`src/rtl/dual_chan_irq_vec.sv`:
```
module dual_chan_irq_vec (
  input  logic       clk,
  input  logic       rst,
  input  logic [1:0] ev_rx,
  input  logic [1:0] ev_tx,
  input  logic [1:0] brk_st,
  input  logic [1:0] cmd_clr_rx,
  input  logic [1:0] cmd_clr_tx,
  input  logic [1:0] cmd_rst_ius,
  input  logic [1:0] tx_int_en,
  input  logic [1:0] brk_int_en,
  input  logic [1:0] vec_hi,
  input  logic [1:0] rx_mode_a,
  input  logic [1:0] rx_mode_b,
  output logic       irq,
  output logic [7:0] vector,
  output logic [5:0] pending
);

  logic [1:0] rx_p, tx_p, rx_s, tx_s;
  logic [1:0] n_rxp, n_txp, n_rxs, n_txs;
  logic [7:0] vec_q, n_vec;
  logic       irq_q, n_irq;
  logic [1:0] rx_ok;

  function automatic logic [7:0] src_code(input logic is_a, input logic is_rx, input logic hi);
    if (is_rx) return is_a ? (hi ? 8'h30 : 8'h0C) : (hi ? 8'h20 : 8'h04);
    return is_a ? (hi ? 8'h10 : 8'h08) : 8'h00;
  endfunction

  function automatic logic [7:0] idle_code(input logic hi);
    return hi ? 8'h60 : 8'h06;
  endfunction

  assign rx_ok[1] = (rx_mode_a == 2'b01) || (rx_mode_a == 2'b10);
  assign rx_ok[0] = (rx_mode_b == 2'b01) || (rx_mode_b == 2'b10);

  always_comb begin
    n_rxp = rx_p;
    n_txp = tx_p;
    n_rxs = rx_s;
    n_txs = tx_s;
    n_vec = vec_q;
    for (int c = 1; c >= 0; c--) begin
      if (cmd_clr_rx[c] || (!cmd_clr_tx[c] && cmd_rst_ius[c] && n_rxs[c])) begin
        n_rxp[c] = 1'b0;
        n_rxs[c] = 1'b0;
        n_vec = idle_code(vec_hi[c]);
        if (n_txp[c]) begin
          n_txs[c] = 1'b1;
          n_vec = src_code(c == 1, 1'b0, vec_hi[c]);
        end
      end else if (cmd_clr_tx[c] || (cmd_rst_ius[c] && n_txs[c])) begin
        n_txp[c] = 1'b0;
        n_txs[c] = 1'b0;
        n_vec = idle_code(vec_hi[c]);
        if (n_rxp[c]) begin
          n_rxs[c] = 1'b1;
          n_vec = src_code(c == 1, 1'b1, vec_hi[c]);
        end
      end
      if (ev_rx[c]) begin
        n_rxp[c] = 1'b1;
        if (!n_txs[c]) begin
          n_rxs[c] = 1'b1;
          n_vec = src_code(c == 1, 1'b1, vec_hi[c]);
        end
      end
      if (ev_tx[c]) begin
        n_txp[c] = 1'b1;
        if (!n_rxs[c]) begin
          n_txs[c] = 1'b1;
          n_vec = src_code(c == 1, 1'b0, vec_hi[c]);
        end
      end
    end
  end

  assign n_irq = |((tx_int_en & n_txp) | (rx_ok & n_rxp) | (brk_int_en & brk_st));

  always_ff @(posedge clk) begin
    if (rst) begin
      rx_p  <= '0;
      tx_p  <= '0;
      rx_s  <= '0;
      tx_s  <= '0;
      vec_q <= 8'h00;
      irq_q <= 1'b0;
    end else begin
      rx_p  <= n_rxp;
      tx_p  <= n_txp;
      rx_s  <= n_rxs;
      tx_s  <= n_txs;
      vec_q <= n_vec;
      irq_q <= n_irq;
    end
  end

  assign irq     = irq_q;
  assign vector  = vec_q;
  assign pending = {rx_p[1], tx_p[1], 1'b0, rx_p[0], tx_p[0], 1'b0};

  logic rst_q;
  always_ff @(posedge clk) rst_q <= rst;

  always @(posedge clk)
    if (rst_q === 1'b1)
      AST_RST_STATE: assert (!irq && vector == 8'h00 && pending == 6'h00);

  AST_SVC_EXCL: assert property (@(posedge clk) disable iff (rst) (rx_s & tx_s) == 2'b00);
  AST_SVC_PEND: assert property (@(posedge clk) disable iff (rst) ((rx_s & ~rx_p) | (tx_s & ~tx_p)) == 2'b00);
  AST_CLR_RX_A: assert property (@(posedge clk) disable iff (rst) (cmd_clr_rx[1] && !ev_rx[1]) |=> !pending[5]);
  AST_CLR_TX_B: assert property (@(posedge clk) disable iff (rst) (cmd_clr_tx[0] && !cmd_clr_rx[0] && !ev_tx[0]) |=> !pending[1]);
  AST_IRQ_SRC: assert property (@(posedge clk) disable iff (rst) irq |-> ((|pending) || $past(|(brk_st & brk_int_en))));

endmodule

```
`config.mk`:
```
export PLATFORM = sky130hd
export DESIGN_NAME = dual_chan_irq_vec
export DESIGN_NICKNAME = d
export VERILOG_FILES = /design/src/rtl/dual_chan_irq_vec.sv
export SDC_FILE = /design/constraint.sdc
export NUM_CORES = 1
export LEC_CHECK = 0
export ABC_CLOCK_PERIOD_IN_PS = 2280
export CORE_MARGIN = 3
export CORE_UTILIZATION = 45
export CTS_CLUSTER_DIAMETER = 30
export DETAILED_ROUTE_END_ITERATION = 6
export HOLD_SLACK_MARGIN = 0.05
export PLACE_DENSITY = 0.79
export SLEW_MARGIN = 15
export SYNTH_ARGS = -nofsm -noshare
export SYNTH_HDL_FRONTEND = slang
export SYNTH_SLANG_ARGS = --single-unit
```
`constraint.sdc`:
```
create_clock -name clk -period 2.28 [get_ports clk]
set_input_delay 0.456 -clock clk [delete_from_list [all_inputs] [get_ports clk]]
set_output_delay 0.456 -clock clk [all_outputs]
set_load 0.005 [all_outputs]
```
==> results of run 1 <==
## synthesized netlist by cell type (3+ instances only)
cell	count
nor2_1	10
o22ai_1	3
a21oi_1	13
a211oi_1	3
nand2_1	10
dfxtp_1	17
inv_1	9
nand2b_1	5
o21ai_0	11
## layer usage
metal / up-vias / global-route usage, % / wire length (um)
li1: 638 / - / -
met1: 608 / 25.1 / 1290
met5: - / 0 / 0
met4: 0 / 5.08 / 58
met3: 12 / 6.44 / 340
met2: 87 / 30.7 / 1480
## kinds of logic (layout without fill, tap and decap cells)
group,Yosys count,after routing,share of synthesized area (%)
AO/OA/AOI/OAI,57,57,35.8
other,1,2,0.326
AND/OR/NAND/NOR,51,51,26.6
buffers and inverters,16,63,6.20
XOR/XNOR,2,2,1.52
flip-flops,17,17,29.6
## how the worst max path moves through the flow
| stage | from | end | slack (ns) | cells past startpoint |
|---|---|---|---|---|
| finish | cmd_rst_ius[0] | vector[0] | 0.19 | 6 |
| global route | cmd_rst_ius[0] | vector[7] | 0.12 | 6 |
| CTS | cmd_rst_ius[0] | vector[0] | 0.22 | 6 |
| detailed placement | cmd_clr_tx[0] | vector[0] | -0.08 | 6 |
| global placement | cmd_clr_tx[0] | vector[7] | 0.01 | 6 |
| floorplan | cmd_clr_rx[0] | vector[0] | 0.53 | 5 |
## per-stage QoR
stage / setup WS [ns] / power [mW] / hold WS (ns) / instance area [sq um]
4_1_cts: 0.218 / 0.739 / 0.477 / 1640
3_3_place_gp: 0.0115 / 0.578 / 0.460 / 1620
2_1_floorplan: 0.530 / 0.464 / 0.469 / 1150
3_5_place_dp: -0.0807 / 0.584 / 0.464 / 1620
6_report: 0.191 / 0.736 / 0.475 / 1640
5_1_grt: 0.117 / 0.778 / 0.502 / 1640
## sequential cells by signal, indices dropped and copies added (netlist names)
signal and count:
vector 8, rx_p 2, tx_p 2, tx_s 2, irq 1, rx_s 2
## final cells by class
cell class                      instances  area share [%]
Inverter                                9            2.05
Timing Repair Buffer                   50            28.3
Tap cell                               28            2.13
Sequential cell                        17            20.7
Clock buffer                            3            1.37
Clock inverter                          1           0.304
Multi-Input combinational cell        112            45.1
## power by group
| part | switching [mW] | internal [mW] |
|---|---|---|
| Sequential | 0.0224 | 0.315 |
| Combinational | 0.110 | 0.133 |
| Clock | 0.0895 | 0.0652 |
## critical path: cells and delay by family
family	cells	cell delay (ns)
AO/OA/AOI/OAI	3	0.83
buffers and inverters	1	0.58
AND/OR/NAND/NOR	2	0.45
==> impl_metrics.json, run 1 <==
{
  "initial_core_util_pct": 49.6,
  "drc": 0,
  "fillCellCount": 194,
  "htreeDepth": 1,
  "critPathKind": "in2reg",
  "power.leakage_nw": 0.669,
  "synth_area_leaders": "dfxtp_1 30%, a21oi_1 5.7%, o21ai_0 4.8%",
  "cts.hold.buffers_added": 0,
  "clockBufferDepth": 2,
  "rsz0062_at_grt": "false",
  "timing.setup.tns_ns": 0,
  "final_util_pct": 70.9,
  "cts_setup_buffers": 0,
  "worst_ep_arrival_time_ns": 2.32,
  "cts_resized": 0,
  "ys_seq_area_share_pct": 29.6,
  "reg2reg_depth": 5,
  "ys_ff_latch": 17,
  "synth_edf_count": 0,
  "port_buffers": 36,
  "mostFrequentLayoutCells": "36 x clkdlybuf4s50_1, 17 x dfxtp_1, 14 x buf_4",
  "synth-async-reset-ratio_pct": 0,
  "diodes": 0,
  "die_h_um": 56.6,
  "area_growth_pct": 43.0,
  "worstPathCellList": "clkdlybuf4s50_1 > a211oi_1 > o41a_1 > a2111oi_4 > and3_1 > and4_1",
  "synth_warnings": 0,
  "gp_congestion": 0.846,
  "min_period_ns": 2.09,
  "syn_area_sq_mm": 0.00115,
  "setup_viol": 0,
  "hold_path_startpoint": "vector[3]",
  "grt_pass1_vias": 1131,
  "drive_gt1_share_pct": 14.6,
  "row_count": 17,
  "post_synth.cell_area_avg_sq_um": 7.99,
  "dp_hpwl_um": 2610,
  "min_path_cells": 2,
  "vias": 1345,
  "cp_max_fo": 7,
  "hp-class": "reg2reg",
  "multiInputGateArea_sq_um": 742,
  "reg2reg_to": "vector[0]",
  "r2r_start": "tx_s[0]",
  "worstSetupStartpointType": "input port",
  "die_w_um": 56.6,
  "seq_area_sq_um": 340,
  "cp-end-kind": "register",
  "tritoncts": "built",
  "clockRootBuffer": "clkbuf_4",
  "fin_crit_sh_pct": 91.6,
  "outcome": "complete, no violations",
  "synth-main-ff-cell": "dfxtp_1",
  "synth_top_cell_area_share_pct": 29.6,
  "grt_usage_pct": 19.4,
  "finClkSkew_ns": 0.0105,
  "synthCells": 144,
  "fin_cells": 220,
  "cts_buffers": 3,
  "cpMaxStageDelayCell": "clkdlybuf4s50_1",
  "hold_path_end": "vector[3]",
  "drt_iter0_markers": 57,
  "slew_viol_final": 0,
  "cp_slowest_stage_delay_ns": 0.58,
  "ff2ff_setup_slack_ns": 0.49,
  "wl_per_cell_um": 14.4,
  "drtPass1Iterations": 4,
  "core_region_area_sq_mm": 0.00232,
  "dieArea_sq_mm": 0.00320,
  "ant_nets": 0,
  "final_common_cell": "clkdlybuf4s50_1",
  "ys_types": 52,
  "viasPerCell": 6.11,
  "grt_max_degree": 11,
  "ios": 39,
  "p_per_area_mw_per_mm2": 448,
  "finalHoldViolCount": 0,
  "ir_worst_vdd_mv": 0.479,
  "grt-ovfl-total": 0,
  "cp.required_ns": 2.51,
  "clk_latency_ns": 0.29,
  "fin_nets": 217,
  "dp_cells": 216,
  "antenna_found_initial": 0,
  "fmax_ghz": 0.479,
  "cts.sinks": 17,
  "wl_um": 3170,
  "clkSlewWorstSetupHoldPaths_ns": 0.08,
  "maxCapViolations": 0,
  "grt_pass1_wl_um": 5000,
  "yosys.area.top_type": "dfxtp_1"
}
(Power assumes the default switching activity.)
==> run 2, diff against run 1 <==
--- a/config.mk
+++ b/config.mk
@@ -6,12 +6,12 @@
 export NUM_CORES = 1
 export LEC_CHECK = 0
 export ABC_CLOCK_PERIOD_IN_PS = 2280
-export CORE_MARGIN = 3
-export CORE_UTILIZATION = 45
+export CORE_UTILIZATION = 47
+export CTS_BUF_LIST = sky130_fd_sc_hd__clkbuf_4
 export CTS_CLUSTER_DIAMETER = 30
 export DETAILED_ROUTE_END_ITERATION = 6
 export HOLD_SLACK_MARGIN = 0.05
-export PLACE_DENSITY = 0.79
+export PLACE_DENSITY = 0.82
 export SLEW_MARGIN = 15
 export SYNTH_ARGS = -nofsm -noshare
 export SYNTH_HDL_FRONTEND = slang
==> run 2 against run 1 <==
Via count fell by 3.3%. Combinational power barely moved. Final cell count rose by 0.45%. Global-route usage rose by 6.8 points. Utilization rose by 2.5 points. Highest routed layer unchanged.
==> impl_metrics.json, run 2 (synthesis results as in run 1) <==
{
  "worstPathCellList": "clkdlybuf4s50_1 > a211oi_1 > o41a_1 > a2111oi_4 > and3_1 > a21boi_2",
  "cpMaxStageDelayCell": "clkdlybuf4s50_1",
  "slew_viol_final": 0,
  "p_sw_mw": 0.232,
  "clockRootBuffer": "clkbuf_4",
  "clockBufferDepth": 2,
  "cp-startpoint": "cmd_rst_ius[0]",
  "cp.required_ns": 2.51,
  "ir_worst_vdd_mv": 0.371,
  "viasPerCell": 5.88,
  "finalHoldViolCount": 0,
  "cp-end-kind": "register",
  "p_seq_share_pct": 44.4,
  "cts_buffers": 3,
  "power.leakage_nw": 0.674,
  "cts_resized": 0,
  "grt-ovfl-total": 0,
  "r2r_start": "tx_s[0]",
  "final_util_pct": 73.4,
  "grt_max_degree": 10,
  "area_growth_pct": 43.9,
  "finClkSkew_ns": 0.00172,
  "clk_latency_ns": 0.29,
  "core_region_area_sq_mm": 0.00225,
  "die_h_um": 51.5,
  "wl_um": 3270,
  "p_per_area_mw_per_mm2": 460,
  "clkSlewWorstSetupHoldPaths_ns": 0.10,
  "ant_nets": 0,
  "gp_congestion": 0.883,
  "fin_crit_sh_pct": 91.7,
  "hp-class": "reg2reg",
  "row_count": 17,
  "crit_buf_inv": 1,
  "combPwrFrac_pct": 32.1,
  "outcome": "complete, no violations",
  "postLayoutCellArea_sq_mm": 0.00165,
  "drive_gt1_share_pct": 15.0,
  "worst_ep_arrival_time_ns": 2.32,
  "worstSetupStartpointType": "input port",
  "initial_core_util_pct": 51.0,
  "drt_iter0_markers": 43,
  "drc": 0,
  "min_period_ns": 2.09,
  "dp_hpwl_um": 2550,
  "grt_usage_pct": 26.1,
  "swShare_pct": 30.5,
  "vias": 1300,
  "maxCapViolations": 0,
  "diodes": 0,
  "grt_pass1_vias": 1197,
  "finalPower_mw": 0.761,
  "grt_pass1_wl_um": 5240,
  "reg2reg_depth": 5,
  "p_int_mw": 0.529,
  "dp_cells": 217,
  "largest_register_ff_count": 8,
  "cp_slowest_stage_delay_ns": 0.59,
  "die_w_um": 51.5,
  "place_area_sq_mm": 0.00162,
  "htreeDepth": 1,
  "critPathKind": "in2reg",
  "ff2ff_setup_slack_ns": 0.51,
  "endpoint": "vector[3]",
  "cts.hold.buffers_added": 0,
  "fmax_ghz": 0.478,
  "antenna_found_initial": 0,
  "wl_per_cell_um": 14.8,
  "cts.sinks": 17,
  "fin_cells": 221,
  "tritoncts": "built",
  "cp_top_family": "compound AO/OA/AOI/OAI gates",
  "port_buffers": 36,
  "final_common_cell": "clkdlybuf4s50_1",
  "p_clk_share_pct": 23.5,
  "drtPass1Iterations": 4,
  "reg2reg_to": "vector[3]",
  "cp_num_cells": 6,
  "hold_ws_ns": 0.505,
  "setup_viol": 0,
  "mostFrequentLayoutCells": "36 x clkdlybuf4s50_1, 17 x dfxtp_1, 15 x buf_4",
  "cp_max_fo": 7,
  "cts_setup_buffers": 0,
  "rsz0062_at_grt": "false",
  "dieArea_sq_mm": 0.00265,
  "fin_nets": 218,
  "ios": 39
}
run 2: final cells by class:
| type | instances | area, sq um |
|---|---|---|
| multi-input combinational | 112 | 742 |
| sequential | 17 | 340 |
| inverter | 9 | 33.8 |
| clock buffer | 4 | 30.0 |
| tap | 28 | 35.0 |
| fill | 174 | 601 |
| timing repair buffer | 51 | 473 |
run 2: worst min-delay path by stage:
stage	start	endpoint	slack, ns	cells past startpoint
4_1_cts	vector[7]	vector[7]	0.50	1
3_3_place_gp	vector[3]	vector[3]	0.47	2
6_report	vector[7]	vector[7]	0.51	1
3_5_place_dp	vector[7]	vector[7]	0.48	1
2_1_floorplan	vector[3]	vector[3]	0.47	2
5_1_grt	vector[7]	vector[7]	0.52	1
run 2: per-stage QoR:
stage          TNS [ns]  setup slack (ns)
5_1_grt               0             0.104
6_report              0             0.188
3_5_place_dp     -0.207           -0.0686
2_1_floorplan         0             0.530
4_1_cts               0             0.202
3_3_place_gp    -0.0310           -0.0163
run 2: power by group through the flow:
stage | combinational, mW | clock (mW) | sequential (mW)
final | 0.244 | 0.179 | 0.338
after global routing | 0.268 | 0.191 | 0.340
after CTS | 0.242 | 0.178 | 0.337
after detailed placement | 0.240 | 0 | 0.343
after global placement | 0.235 | 0 | 0.342
after floorplan | 0.126 | 0 | 0.338
run 2: per-layer routing:
layer	routed length [um]	track usage (%)
met1	1490	33.5
met4	8	4.50
met3	179	3.87
met2	1600	46.3
met5	0	0
==> run 3, diff against run 2 <==
--- a/config.mk
+++ b/config.mk
@@ -9,6 +9,7 @@
 export CORE_UTILIZATION = 47
 export CTS_BUF_LIST = sky130_fd_sc_hd__clkbuf_4
 export CTS_CLUSTER_DIAMETER = 30
+export CTS_CLUSTER_SIZE = 20
 export DETAILED_ROUTE_END_ITERATION = 6
 export HOLD_SLACK_MARGIN = 0.05
 export PLACE_DENSITY = 0.82
==> results of run 3 <==
The final DEF is identical to that of run 2; final timing and power are the same.
